[src/rtl/ctl2w_pkg.sv]
package ctl2w_pkg;

    localparam int BYTE_W = 8;

    typedef enum logic [3:0] {
        S_IDLE,
        S_ADDR,
        S_ADDR_ACK,
        S_CMD,
        S_CMD_ACK,
        S_CNT,
        S_CNT_ACK,
        S_DATA,
        S_DATA_ACK,
        S_SKIP
    } ctl2w_state_e;

endpackage

[src/rtl/ctl2w_sync.sv]
module ctl2w_sync #(
    parameter int STAGES = 2
) (
    input  logic clk,
    input  logic rst_n,
    input  logic scl_i,
    input  logic sda_i,
    output logic sda_s,
    output logic scl_rise,
    output logic scl_fall,
    output logic start_evt,
    output logic stop_evt
);
    localparam int NLINE = 2;
    localparam int L_SDA = 0;
    localparam int L_SCL = 1;

    logic [NLINE-1:0] raw;
    logic [NLINE-1:0] cur;
    logic [NLINE-1:0] prev;

    assign raw = {scl_i, sda_i};

    for (genvar l = 0; l < NLINE; l++) begin : g_line
        logic [STAGES-1:0] chain;
        always_ff @(posedge clk or negedge rst_n) begin
            if (!rst_n) chain <= '1;
            else        chain <= {chain[STAGES-2:0], raw[l]};
        end
        assign cur[l] = chain[STAGES-1];
    end

    always_ff @(posedge clk or negedge rst_n) begin
        if (!rst_n) prev <= '1;
        else        prev <= cur;
    end

    assign sda_s     = cur[L_SDA];
    assign scl_rise  =  cur[L_SCL] & ~prev[L_SCL];
    assign scl_fall  = ~cur[L_SCL] &  prev[L_SCL];
    assign start_evt =  cur[L_SCL] &  prev[L_SCL] &  prev[L_SDA] & ~cur[L_SDA];
    assign stop_evt  =  cur[L_SCL] &  prev[L_SCL] & ~prev[L_SDA] &  cur[L_SDA];

endmodule

[src/rtl/ctl2w_fsm.sv]
module ctl2w_fsm
    import ctl2w_pkg::*;
#(
    parameter logic [6:0] DEV_ADDR = 7'h69,
    parameter int         NREG     = 2,
    parameter int         IDXW     = 2
) (
    input  logic              clk,
    input  logic              rst_n,
    input  logic              sda_s,
    input  logic              scl_rise,
    input  logic              scl_fall,
    input  logic              start_evt,
    input  logic              stop_evt,
    output logic              sda_pull,
    output logic              wr_en,
    output logic [IDXW-1:0]   wr_idx,
    output logic [BYTE_W-1:0] wr_data
);
    localparam logic [BYTE_W-1:0] WR_HDR    = {DEV_ADDR, 1'b0};
    localparam logic [3:0]        BITS_LAST = 4'(BYTE_W);
    localparam logic [3:0]        ACK_HI    = 4'(BYTE_W + 1);
    localparam logic [IDXW-1:0]   IDX_END   = IDXW'(NREG);

    ctl2w_state_e      state, state_n;
    logic [3:0]        bitcnt;
    logic [BYTE_W-1:0] sh;
    logic [IDXW-1:0]   idx;
    logic              byte_done, ack_done, in_rx, in_ack;

    assign byte_done = scl_fall && (bitcnt == BITS_LAST);
    assign ack_done  = scl_fall && (bitcnt == ACK_HI);
    assign in_rx     = state inside {S_ADDR, S_CMD, S_CNT, S_DATA};
    assign in_ack    = state inside {S_ADDR_ACK, S_CMD_ACK, S_CNT_ACK, S_DATA_ACK};

    // next-state decision
    always_comb begin
        state_n = state;
        if (start_evt) begin
            state_n = S_ADDR;
        end else if (stop_evt) begin
            state_n = S_IDLE;
        end else begin
            unique case (state)
                S_IDLE, S_SKIP: state_n = state;
                S_ADDR:     if (byte_done) state_n = (sh == WR_HDR) ? S_ADDR_ACK : S_SKIP;
                S_ADDR_ACK: if (ack_done)  state_n = S_CMD;
                S_CMD:      if (byte_done) state_n = S_CMD_ACK;
                S_CMD_ACK:  if (ack_done)  state_n = S_CNT;
                S_CNT:      if (byte_done) state_n = S_CNT_ACK;
                S_CNT_ACK:  if (ack_done)  state_n = S_DATA;
                S_DATA:     if (byte_done) state_n = S_DATA_ACK;
                S_DATA_ACK: if (ack_done)  state_n = S_DATA;
                default:    state_n = S_IDLE;
            endcase
        end
    end

    // state register
    always_ff @(posedge clk or negedge rst_n) begin
        if (!rst_n) state <= S_IDLE;
        else        state <= state_n;
    end

    // bit counter, shifter, register index
    always_ff @(posedge clk or negedge rst_n) begin
        if (!rst_n) begin
            bitcnt <= '0;
            sh     <= '0;
            idx    <= '0;
        end else if (start_evt || stop_evt) begin
            bitcnt <= '0;
            idx    <= '0;
        end else begin
            if (ack_done) begin
                bitcnt <= '0;
            end else if (scl_rise && in_rx && (bitcnt < BITS_LAST)) begin
                sh     <= {sh[BYTE_W-2:0], sda_s};
                bitcnt <= bitcnt + 4'd1;
            end else if (scl_rise && in_ack) begin
                bitcnt <= ACK_HI;
            end
            if ((state == S_DATA) && byte_done && (idx != IDX_END))
                idx <= idx + 1'b1;
        end
    end

    // outputs
    always_comb begin
        sda_pull = 1'b0;
        wr_en    = 1'b0;
        unique case (state)
            S_ADDR_ACK, S_CMD_ACK, S_CNT_ACK, S_DATA_ACK: sda_pull = 1'b1;
            S_DATA: wr_en = byte_done && !start_evt && !stop_evt && (idx != IDX_END);
            default: ;
        endcase
    end

    assign wr_idx  = idx;
    assign wr_data = sh;

    AST_PULL_BEGINS_ON_FALL: assert property (@(posedge clk) disable iff (!rst_n)
        $rose(sda_pull) |-> $past(scl_fall));
    AST_PULL_ENDS_ON_EVENT: assert property (@(posedge clk) disable iff (!rst_n)
        $fell(sda_pull) |-> $past(scl_fall || start_evt || stop_evt));
    AST_STOP_GOES_IDLE: assert property (@(posedge clk) disable iff (!rst_n)
        (stop_evt && !start_evt) |=> (state == S_IDLE) && !sda_pull);
    AST_START_REARMS: assert property (@(posedge clk) disable iff (!rst_n)
        start_evt |=> (state == S_ADDR) && (bitcnt == 4'd0));
    AST_READ_NOT_ACKED: assert property (@(posedge clk) disable iff (!rst_n)
        ((state == S_ADDR) && byte_done && sh[0]) |=> !sda_pull);

endmodule

[src/rtl/ctl2w_regs.sv]
module ctl2w_regs
    import ctl2w_pkg::*;
#(
    parameter int NREG = 2,
    parameter int IDXW = 2
) (
    input  logic                   clk,
    input  logic                   rst_n,
    input  logic                   wr_en,
    input  logic [IDXW-1:0]        wr_idx,
    input  logic [BYTE_W-1:0]      wr_data,
    output logic [NREG*BYTE_W-1:0] en_vec
);
    for (genvar g = 0; g < NREG; g++) begin : g_reg
        always_ff @(posedge clk or negedge rst_n) begin
            if (!rst_n)
                en_vec[g*BYTE_W +: BYTE_W] <= '1;
            else if (wr_en && (wr_idx == IDXW'(g)))
                en_vec[g*BYTE_W +: BYTE_W] <= wr_data;
        end
    end

    AST_BANK_ONLY_ON_WRITE: assert property (@(posedge clk) disable iff (!rst_n)
        !$stable(en_vec) |-> $past(wr_en));

endmodule

[src/rtl/ctl2w_slave.sv]
module ctl2w_slave
    import ctl2w_pkg::*;
#(
    parameter logic [6:0] DEV_ADDR    = 7'h69,
    parameter int         NREG        = 2,
    parameter int         SYNC_STAGES = 2
) (
    input  logic                   clk,
    input  logic                   rst_n,
    input  logic                   scl_i,
    input  logic                   sda_i,
    output logic                   sda_pull,
    output logic [NREG*BYTE_W-1:0] en_vec
);
    localparam int IDXW = $clog2(NREG + 1);

    logic              sda_s, scl_rise, scl_fall, start_evt, stop_evt;
    logic              wr_en;
    logic [IDXW-1:0]   wr_idx;
    logic [BYTE_W-1:0] wr_data;

    ctl2w_sync #(.STAGES(SYNC_STAGES)) u_sync (
        .clk(clk), .rst_n(rst_n), .scl_i(scl_i), .sda_i(sda_i),
        .sda_s(sda_s), .scl_rise(scl_rise), .scl_fall(scl_fall),
        .start_evt(start_evt), .stop_evt(stop_evt)
    );

    ctl2w_fsm #(.DEV_ADDR(DEV_ADDR), .NREG(NREG), .IDXW(IDXW)) u_fsm (
        .clk(clk), .rst_n(rst_n), .sda_s(sda_s), .scl_rise(scl_rise),
        .scl_fall(scl_fall), .start_evt(start_evt), .stop_evt(stop_evt),
        .sda_pull(sda_pull), .wr_en(wr_en), .wr_idx(wr_idx), .wr_data(wr_data)
    );

    ctl2w_regs #(.NREG(NREG), .IDXW(IDXW)) u_regs (
        .clk(clk), .rst_n(rst_n), .wr_en(wr_en), .wr_idx(wr_idx),
        .wr_data(wr_data), .en_vec(en_vec)
    );

endmodule

[config.mk]
export PLATFORM = sky130hd
export DESIGN_NAME = ctl2w_slave
export DESIGN_NICKNAME = d
export VERILOG_FILES = /design/src/rtl/ctl2w_pkg.sv /design/src/rtl/ctl2w_sync.sv /design/src/rtl/ctl2w_fsm.sv /design/src/rtl/ctl2w_regs.sv /design/src/rtl/ctl2w_slave.sv
export SDC_FILE = /design/constraint.sdc
export NUM_CORES = 1
export LEC_CHECK = 0
export BUFFER_PORTS_ARGS = -buffer_cell sky130_fd_sc_hd__buf_2
export CAP_MARGIN = 30
export CORE_ASPECT_RATIO = 1.2
export CORE_MARGIN = 1
export CORE_UTILIZATION = 60
export CTS_BUF_LIST = sky130_fd_sc_hd__clkbuf_4 sky130_fd_sc_hd__clkbuf_8 sky130_fd_sc_hd__clkbuf_16
export CTS_CLUSTER_DIAMETER = 50
export CTS_CLUSTER_SIZE = 14
export DETAILED_ROUTE_END_ITERATION = 7
export PLACE_DENSITY = 0.81
export SYNTH_ARGS = -nofsm -noshare
export SYNTH_HDL_FRONTEND = slang
export SYNTH_HIERARCHICAL = 1
export SYNTH_SLANG_ARGS = --single-unit
[constraint.sdc]
create_clock -name clk -period 4.93 [get_ports clk]
set_clock_uncertainty 0.15 [all_clocks]
set_input_delay 1.479 -clock clk [delete_from_list [all_inputs] [get_ports clk]]
set_output_delay 1.479 -clock clk [all_outputs]
set_load 0.02 [all_outputs]
# ---- After elaboration in Yosys (flattened, before gate mapping)
# Index checks and enable logic that the tools add are counted.
dict set report classes {
  n_reduce_logical 26
  mux 19
  eq_ne 22
  bitwise 13
  n_lt_le_gt_ge 1
  addsub 2
}
# operator count
set ops {}
lappend ops {{4-bit 2-to-1 mux} 14}
lappend ops {{4-bit case mux with 8 select lines} 1}
lappend ops {{4-bit by 1-bit != test with 1-bit output (second input constant)} 7}
lappend ops {{4-bit by 3-bit == test with 1-bit output (second input constant)} 4}
lappend ops {{4-bit == test (second input constant)} 4}
lappend ops {{1-bit logical AND} 12}
lappend ops {{4-bit nonzero test} 3}
lappend ops {{4-bit by 2-bit == test with 1-bit output (second input constant)} 2}
lappend ops {{8-bit == test (second input constant)} 1}
lappend ops {{8-bit AND reduction} 1}
lappend ops {{1-bit AND} 7}
lappend ops {{1-bit NOT} 6}
lappend ops {{4-bit by 1-bit adder with 4-bit output (second input constant)} 1}
lappend ops {{4-bit by 1-bit == test with 1-bit output (second input constant)} 1}
lappend ops {{4-bit logical NOT} 1}
lappend ops {{4-bit less-than comparator (second input constant)} 1}
lappend ops {{2-bit 2-to-1 mux} 2}
lappend ops {{2-bit OR reduction} 2}
lappend ops {{4-bit OR reduction} 1}
lappend ops {{3-bit by 1-bit != test with 1-bit output (second input constant)} 1}
lappend ops {{3-bit AND reduction} 1}
lappend ops {{2-bit by 1-bit adder with 2-bit output (second input constant)} 1}
lappend ops {{2-bit by 1-bit == test with 1-bit output (second input constant)} 1}
lappend ops {{1-bit logical NOT} 2}
lappend ops {{other kinds (5)} 6}
dict set report totals {
  in_bits 4
  elab_cells 92
  ff_bits 40
  out_inout_bits 17
}

# ---- Longest topological paths before layout
# Gate-level depths: netlist of run 1.
dict set report depth {
  depth_word 9
  depth_mapped 7
  depth_no_buf 7
}

# ---- Modules after synthesis
# Netlist of run 1, hierarchy kept.
# module cells_each area_per_inst_um2 instances seq_area_each_um2
set modules_own_cells {}
lappend modules_own_cells {ctl2w_fsm 103 1113.6 1 450.4}
lappend modules_own_cells {ctl2w_regs 34 630.6 1 420.4}
lappend modules_own_cells {ctl2w_sync 10 190.2 1 157.7}

# ---- Worst setup path after synthesis of run 1
# OpenSTA, ideal clock, no wires.
dict set report synth_timing {
  path_type {register to output}
  start {reg u_fsm.state[2]}
  end {out sda_pull}
  t_arrival_ns 1.100
  setup_slack_ns 2.201
  path_stages_with_launch 5
  n_path_buf 1
  required_ns 3.301
  path_cell_list {dfrtp_1 > buf_2 > nor2_1 > xnor2_1 > and2_1}
}
dict set report synth_between {
  elab_chain_cells 3
  word_cells_on_any_way 6
  cone_classes {4 x eq/ne; 1 x mux; 1 x reduce/logical}
}
# item line
set synth_rtl {}
lappend synth_rtl {{start, declared} ctl2w_fsm.sv:25} ;# ctl2w_state_e state, state_n;
lappend synth_rtl {{start signal, assigned} ctl2w_fsm.sv:62} ;# else state <= state_n;
lappend synth_rtl {{4-bit == test, or another cell as far along} ctl2w_fsm.sv:92} ;# unique case (state)
lappend synth_rtl {{4-bit OR reduction *} ctl2w_fsm.sv:92}
lappend synth_rtl {{1-bit 2-to-1 mux *} ctl2w_fsm.sv:92}
lappend synth_rtl {{end, declared} ctl2w_slave.sv:12} ;# output logic sda_pull,
# Every way passes the cells marked *; elsewhere a longest branch is shown, timed or not.

# ---- Worst setup path in the final report of run 1
dict set report layout_timing {
  start {reg u_fsm.state[1]}
  end {out sda_pull}
}
# Same word-level chain as after synthesis.

==> impl_metrics.ini, run 1 <==
[layout]
layout.nets = 178
drive_gt1_share_pct = 47.4
final.fill_count = 231
flow.area_growth_from_synthesis_pct = 8.93
diodes = 0
post_route_cell_area_sq_mm = 0.00211

[setup_path]
crit_path_cell_trace = nor2_1 -> xnor2_1 -> and2_1 -> buf_2
ff2ff_path_depth = 6
worstPathArrival_ps = 1640
worstSetupEndpointType = output port
worstSetupStartpointType = flip-flop
endpoint = sda_pull
crit_family = flip-flops
worstSetupPathDepth = 4
worstPathMaxFanout = 9
critical_path.n_buffers_inverters = 1
slowest_delay_ps = 520
cp_data_required_time_ps = 3300
crit_path_start = u_fsm/state[1]$_DFFE_PN0P_
critical_path_class = reg2out
crit-reg2reg-launch = u_sync/prev[1]$_DFF_PN1_
r2r-end = u_regs/en_vec[4]$_DFFE_PN1P_
minimum_setup_slack_among_reg_to_reg_paths_ps = 2310
timing.critical_path.slowest_stage_cell = dfrtp_1

[synth]
netlist_area_sq_mm = 0.00193
synth.top_cell.area_share_pct = 29.9
postSynth.asyncResetShare_pct = 100
mappedNetlistNets = 155
synth_edf_count = 0
synth_seq_cells = 40
post-synth-top-count-cell = dfstp_2
netlist_top_cells_area = dfstp_2 (30%), dfrtp_1 (23%), mux2_2 (9.3%), mux2_4 (6.2%), ha_1 (2.6%)
yosys_warnings = 6
synthesis.area_per_instance_sq_um = 13.2
synth_common_cells = dfstp_2 (22), dfrtp_1 (18), mux2_2 (16)
synth.lib_cells_used.distinct = 44
postSynthCellCount = 147
synth_sequential_area_ratio_pct = 53.2
yosys.area.top_type = dfstp_2
postSynth.topFlopCell = dfstp_2

[clock_tree]
path_clk_slew_ps = 120
max-clock-path-buffers = 2
cts.sinks = 40
ctsResizeCount = 0
clockRootBuffer = clkbuf_4
tritoncts.num_buffers = 5
clock_tree.htree_level_count = 2
cts_post_setup_buffers_inserted = 0
tritoncts = built
insertion_delay_of_the_later_clocked_pin_in_the_worst_skew_pair_ps = 350
cts_hold_buf = 0

[routing]
drt_iter0_markers = 24
detail_route.first_pass.iterations = 4
remaining_drc_errors = 0
avgRoutedWirePerCell_um = 17.1
antenna_violating_nets_post_route = 0
routed_via_density = 6.16
total_via_count_after_detailed_routing = 1275
drt_wl_total_mm = 3.53

[global_routing]
busiest_layer = met2
global_route.usage.met3_pct = 4.52
grt_antenna_before_repair = 0
vias_in_the_first_global_route = 1257
globalRouteMet1Util_pct = 30.2
groute.layer.met2.usage_pct = 36.1
grt_pass1_wl_mm = 5.73
global_route.usage.total_pct = 23.6
pin_count_of_the_biggest_net_entering_global_routing = 41
globalRouteOverflowTotal = 0

[pwr]
seqPwrFrac_pct = 55.3
pwr_density_cell_mw_per_mm2 = 390
post-layout-total-power_w = 0.000823
share_clk_of_total_power_pct = 20.1
power.share.combinational_pct = 24.5
internal_power_w = 0.000539
power.ir.vdd_worst_uv = 268
switching_power_w = 0.000284
power.share.switching_pct = 34.5
power.static_leakage_nw = 0.998

[timing]
worst_slack_ps = 1660
unrepaired_setup_endpoints_after_global_routing = no
timing.final.hold_violations = 0
setup_viol_count_final = 0
totalNegativeSetupSlack_ps = 0
worst_slew_pin_slew_ps = 817
slew-limit-headroom_pct = 45.5
period_needed_ps = 3270
timing_max_transition_violations_final = 0
fmax_mhz = 306
layout_worst_path_cycle_share_pct = 66.3
fin_worst_hold_slack_ps = 212

[place]
placement_cell_area_sq_mm = 0.00205
detailedPlacementHpwl_mm = 2.47
port_buffers = 20
pre_cts_ws_ps = 2090
finalWeightedCongestion = 0.865

[die]
floorplan.initialDensity_pct = 63.3
coreArea_sq_mm = 0.00306
die_height_um = 64.2
die_x_um = 53.8
placement_rows = 22
top_level_ports = 21
die_area_sq_mm = 0.00346

[worst_hold_path]
hold_path.class = reg2reg

[run]
drv_cap = 0

[outcome]
run_status = complete, no violations
==> cell families (layout without fill, tap and decap cells) <==
family                     after synthesis  in the layout  share of synthesized area (%)
AOI/OAI and AO/OA                       22             22                           8.34
xor gates and xnor gates                 3              3                           1.36
adders and majority gates                4              4                           2.59
buffers and inverters                   14             38                           3.43
DFF                                     40             40                           53.2
muxes                                   25             25                           16.0
and+or+nand+nor                         39             39                           15.1
==> cell usage in the layout (no fill, tap or decap), types with 2 or more instances in the layout <==
master / count
and4b_1: 4
and2_1: 2
or3_1: 2
a22o_1: 2
nand2_1: 4
a32o_1: 2
nor3_1: 2
inv_1: 10
nor2b_1: 2
ha_1: 4
o221ai_1: 2
xnor2_1: 3
a31oi_1: 2
o21ai_0: 3
nand3b_1: 3
a21oi_1: 3
nor2_1: 8
mux2_4: 8
dfrtp_1: 18
a211oi_1: 2
clkinv_2: 2
dfstp_2: 22
clkbuf_4: 5
mux2_2: 16
buf_2: 20
==> metal layers <==
| metal | up-vias | wire length (um) |
|---|---|---|
| met5 | - | 0 |
| met4 | 0 | 110 |
| met1 | 642 | 1570 |
| li1 | 583 | - |
| met3 | 11 | 147 |
| met2 | 39 | 1700 |
==> how the worst min path moves through the flow <==
| stage | depth (start not counted) | slack, ps | to | start |
|---|---|---|---|---|
| after floorplan | 0 | 200 | u_sync/g_line[0].chain[1]$_DFF_PN1_ | u_sync/g_line[0].chain[0]$_DFF_PN1_ |
| after global placement | 0 | 200 | u_sync/g_line[0].chain[1]$_DFF_PN1_ | u_sync/g_line[0].chain[0]$_DFF_PN1_ |
| after detailed placement | 0 | 200 | u_sync/g_line[0].chain[1]$_DFF_PN1_ | u_sync/g_line[0].chain[0]$_DFF_PN1_ |
| after CTS | 0 | 210 | u_sync/g_line[0].chain[1]$_DFF_PN1_ | u_sync/g_line[0].chain[0]$_DFF_PN1_ |
| after global routing | 0 | 220 | u_sync/g_line[0].chain[1]$_DFF_PN1_ | u_sync/g_line[0].chain[0]$_DFF_PN1_ |
| final | 0 | 210 | u_sync/g_line[0].chain[1]$_DFF_PN1_ | u_sync/g_line[0].chain[0]$_DFF_PN1_ |
==> stage by stage <==
stage          cells  utilization [%]
6_report         207             69.0
5_1_grt          207             69.0
4_1_cts          207             69.0
3_5_place_dp     199             67.1
3_3_place_gp     199             67.1
2_1_floorplan    147                -
==> flip-flops by register name, indices dropped and copies added, names as in the netlist <==
| name | cells |
|---|---|
| u_sync/g_line.chain | 4 |
| u_fsm/wr_data | 8 |
| u_fsm/bitcnt | 4 |
| u_fsm/wr_idx | 2 |
| u_sync/prev | 2 |
| u_regs/en_vec | 16 |
| u_fsm/state | 4 |
==> power by group through the flow <==
stage	logic (W)	clock network, W	registers, W
final	0.000202	0.000166	0.000455
after global routing	0.000221	0.000182	0.000463
after CTS	0.000200	0.000170	0.000453
after detailed placement	0.000200	0	0.000458
after global placement	0.000190	0	0.000453
after floorplan	0.000182	0	0.000424
==> layout make-up <==
cell class | instances | area, sq um | area share, %
Multi-Input combinational cell | 93 | 840 | 39.8
Sequential cell | 40 | 1030 | 48.8
Tap cell | 36 | 45.0 | 2.14
Inverter | 10 | 37.5 | 1.78
Clock inverter | 3 | 18.8 | 0.891
Clock buffer | 5 | 37.5 | 1.78
Timing Repair Buffer | 20 | 100 | 4.75
==> worst register-to-register path: cells and delay by family (launching register included) <==
| kind | cells | cell delay [ps] |
|---|---|---|
| flops | 1 | 560 |
| mux | 1 | 400 |
| simple gates | 5 | 1460 |
Note: power is estimated with default switching activity, not from simulation.
==> run 2: changes to the inputs <==
CORE_UTILIZATION = 52   (was 60)
PLACE_DENSITY = 0.75   (was 0.81)
clock period = 2.98 ns   (was 4.93 ns; I/O delays follow)
==> run 2 against run 1 <==
Against the previous run: clock power increased by 120%; first-iteration DRC count increased by 29%; non-clock buffer count increased by 1; global-route usage decreased by 3.8 points; critical path type unchanged; largest power group unchanged.
==> impl_metrics.ini, run 2 (synthesis results as in run 1) <==
[pwr]
pwr_density_cell_mw_per_mm2 = 673
switching_power_w = 0.000478
power.static_leakage_nw = 1.01
power.ir.vdd_worst_uv = 381
share_clk_of_total_power_pct = 25.3
power.share.combinational_pct = 22.6
power.share.switching_pct = 33.1
internal_power_w = 0.000967
post-layout-total-power_w = 0.00145
seqPwrFrac_pct = 52.0

[setup_path]
minimum_setup_slack_among_reg_to_reg_paths_ps = 380
worstSetupEndpointType = output port
worstSetupStartpointType = flip-flop
cp_data_required_time_ps = 1940
worstPathMaxFanout = 8
crit-reg2reg-launch = u_sync/prev[1]$_DFF_PN1_
worstPathArrival_ps = 1560
critical_path_class = reg2out
crit_path_start = u_fsm/state[2]$_DFFE_PN0P_

[timing]
timing.final.hold_violations = 0
unrepaired_setup_endpoints_after_global_routing = no
timing_max_transition_violations_final = 0
fmax_mhz = 384
setup_viol_count_final = 0
totalNegativeSetupSlack_ps = 0
period_needed_ps = 2600
layout_worst_path_cycle_share_pct = 87.4
slew-limit-headroom_pct = 44.1
worst_slew_pin_slew_ps = 838

[clock_tree]
clock_tree.htree_level_count = 2
cts.sinks = 40
tritoncts.num_buffers = 5
max-clock-path-buffers = 2
ctsResizeCount = 0
path_clk_slew_ps = 80
cts_post_setup_buffers_inserted = 0
cts_hold_buf = 0
tritoncts = built
clockRootBuffer = clkbuf_8
insertion_delay_of_the_later_clocked_pin_in_the_worst_skew_pair_ps = 290

[worst_hold_path]
hold_path.startpoint = u_sync/g_line[1].chain[0]$_DFF_PN1_
hold_path.class = reg2reg

[die]
floorplan.initialDensity_pct = 56.0
coreArea_sq_mm = 0.00345
die_area_sq_mm = 0.00397
die_height_um = 68.8
die_x_um = 57.7
placement_rows = 23
top_level_ports = 21

[layout]
diodes = 0
layout.nets = 179
post_route_cell_area_sq_mm = 0.00215
drive_gt1_share_pct = 47.7
flow.area_growth_from_synthesis_pct = 11.1
layout_commonest_cell = dfstp_2
final_cell_mix = dfstp_2 (22), buf_2 (20), dfrtp_1 (18)
regMostFlops = u_regs/en_vec
largest_reg_flops = 16

[routing]
avgRoutedWirePerCell_um = 16.1
drt_iter0_markers = 31
remaining_drc_errors = 0
drt_wl_total_mm = 3.37
detail_route.first_pass.iterations = 4
antenna_violating_nets_post_route = 0
total_via_count_after_detailed_routing = 1250
routed_via_density = 5.98

[global_routing]
pin_count_of_the_biggest_net_entering_global_routing = 41
global_route.usage.total_pct = 19.7
grt_pass1_wl_mm = 5.75
vias_in_the_first_global_route = 1213
globalRouteOverflowTotal = 0
grt_antenna_before_repair = 0

[outcome]
run_status = complete, no violations

[place]
placement_cell_area_sq_mm = 0.00206
detailedPlacementHpwl_mm = 2.32
finalWeightedCongestion = 0.860
port_buffers = 20

[run]
drv_cap = 0
run 2: cell count changes in the layout (fill, tap and decap cells not counted), sizes merged:
cell      delta
clkinv       -2
buf          +1
clkinvlp     +1
inv          +1
run 2: critical path, stage by stage, from the launching register on:
cell and delay, ps:
dfrtp_1 500, nor2_1 280, xnor2_1 180, and2_1 150, buf_2 150
run 2: worst paths after layout:
check / end / depth (start not counted)
worst min-delay path: u_sync/g_line[1].chain[1]$_DFF_PN1_ / 0
worst min register to register: u_sync/g_line[1].chain[1]$_DFF_PN1_ / 0
max in group asynchronous: u_fsm/wr_data[5]$_DFFE_PN0P_ / 1
worst max register to register: u_regs/en_vec[6]$_DFFE_PN1P_ / 6
min in group asynchronous: u_fsm/state[0]$_DFFE_PN0P_ / 1
worst max-delay path: sda_pull / 4
run 2: metal layers:
layer	GRT usage (%)	wire length [um]	vias up
met5	0	0	-
met3	5.60	161	7
met4	11.3	78	0
li1	-	-	584
met2	30.1	1600	38
met1	25.4	1530	621
run 2: power by group through the flow:
stage / combinational (W) / sequential [W] / clock (W)
5_1_grt: 0.000365 / 0.000771 / 0.000397
4_1_cts: 0.000328 / 0.000749 / 0.000378
3_5_place_dp: 0.000326 / 0.000758 / 0
2_1_floorplan: 0.000301 / 0.000701 / 0
3_3_place_gp: 0.000315 / 0.000752 / 0
6_report: 0.000327 / 0.000752 / 0.000366
run 2: final cells by class:
type / instances / area, sq um
clock buffers: 5 / 68.8
multi-input cells: 93 / 840
inverters: 10 / 37.5
repair buffers: 21 / 108
well taps: 37 / 46.3
fillers: 276 / 1300
clock inverters: 3 / 21.3
flip-flops and latches: 40 / 1030
run 2: stage by stage:
| stage | hold slack [ps] | worst slack [ps] | util, % | std cells |
|---|---|---|---|---|
| 5_1_grt | 212 | 210 | 62.2 | 209 |
| 3_5_place_dp | 198 | 419 | 59.6 | 201 |
| 2_1_floorplan | 195 | 644 | - | 147 |
| 6_report | 208 | 377 | 62.2 | 209 |
| 4_1_cts | 210 | 364 | 62.2 | 209 |
| 3_3_place_gp | 196 | 507 | 59.6 | 201 |
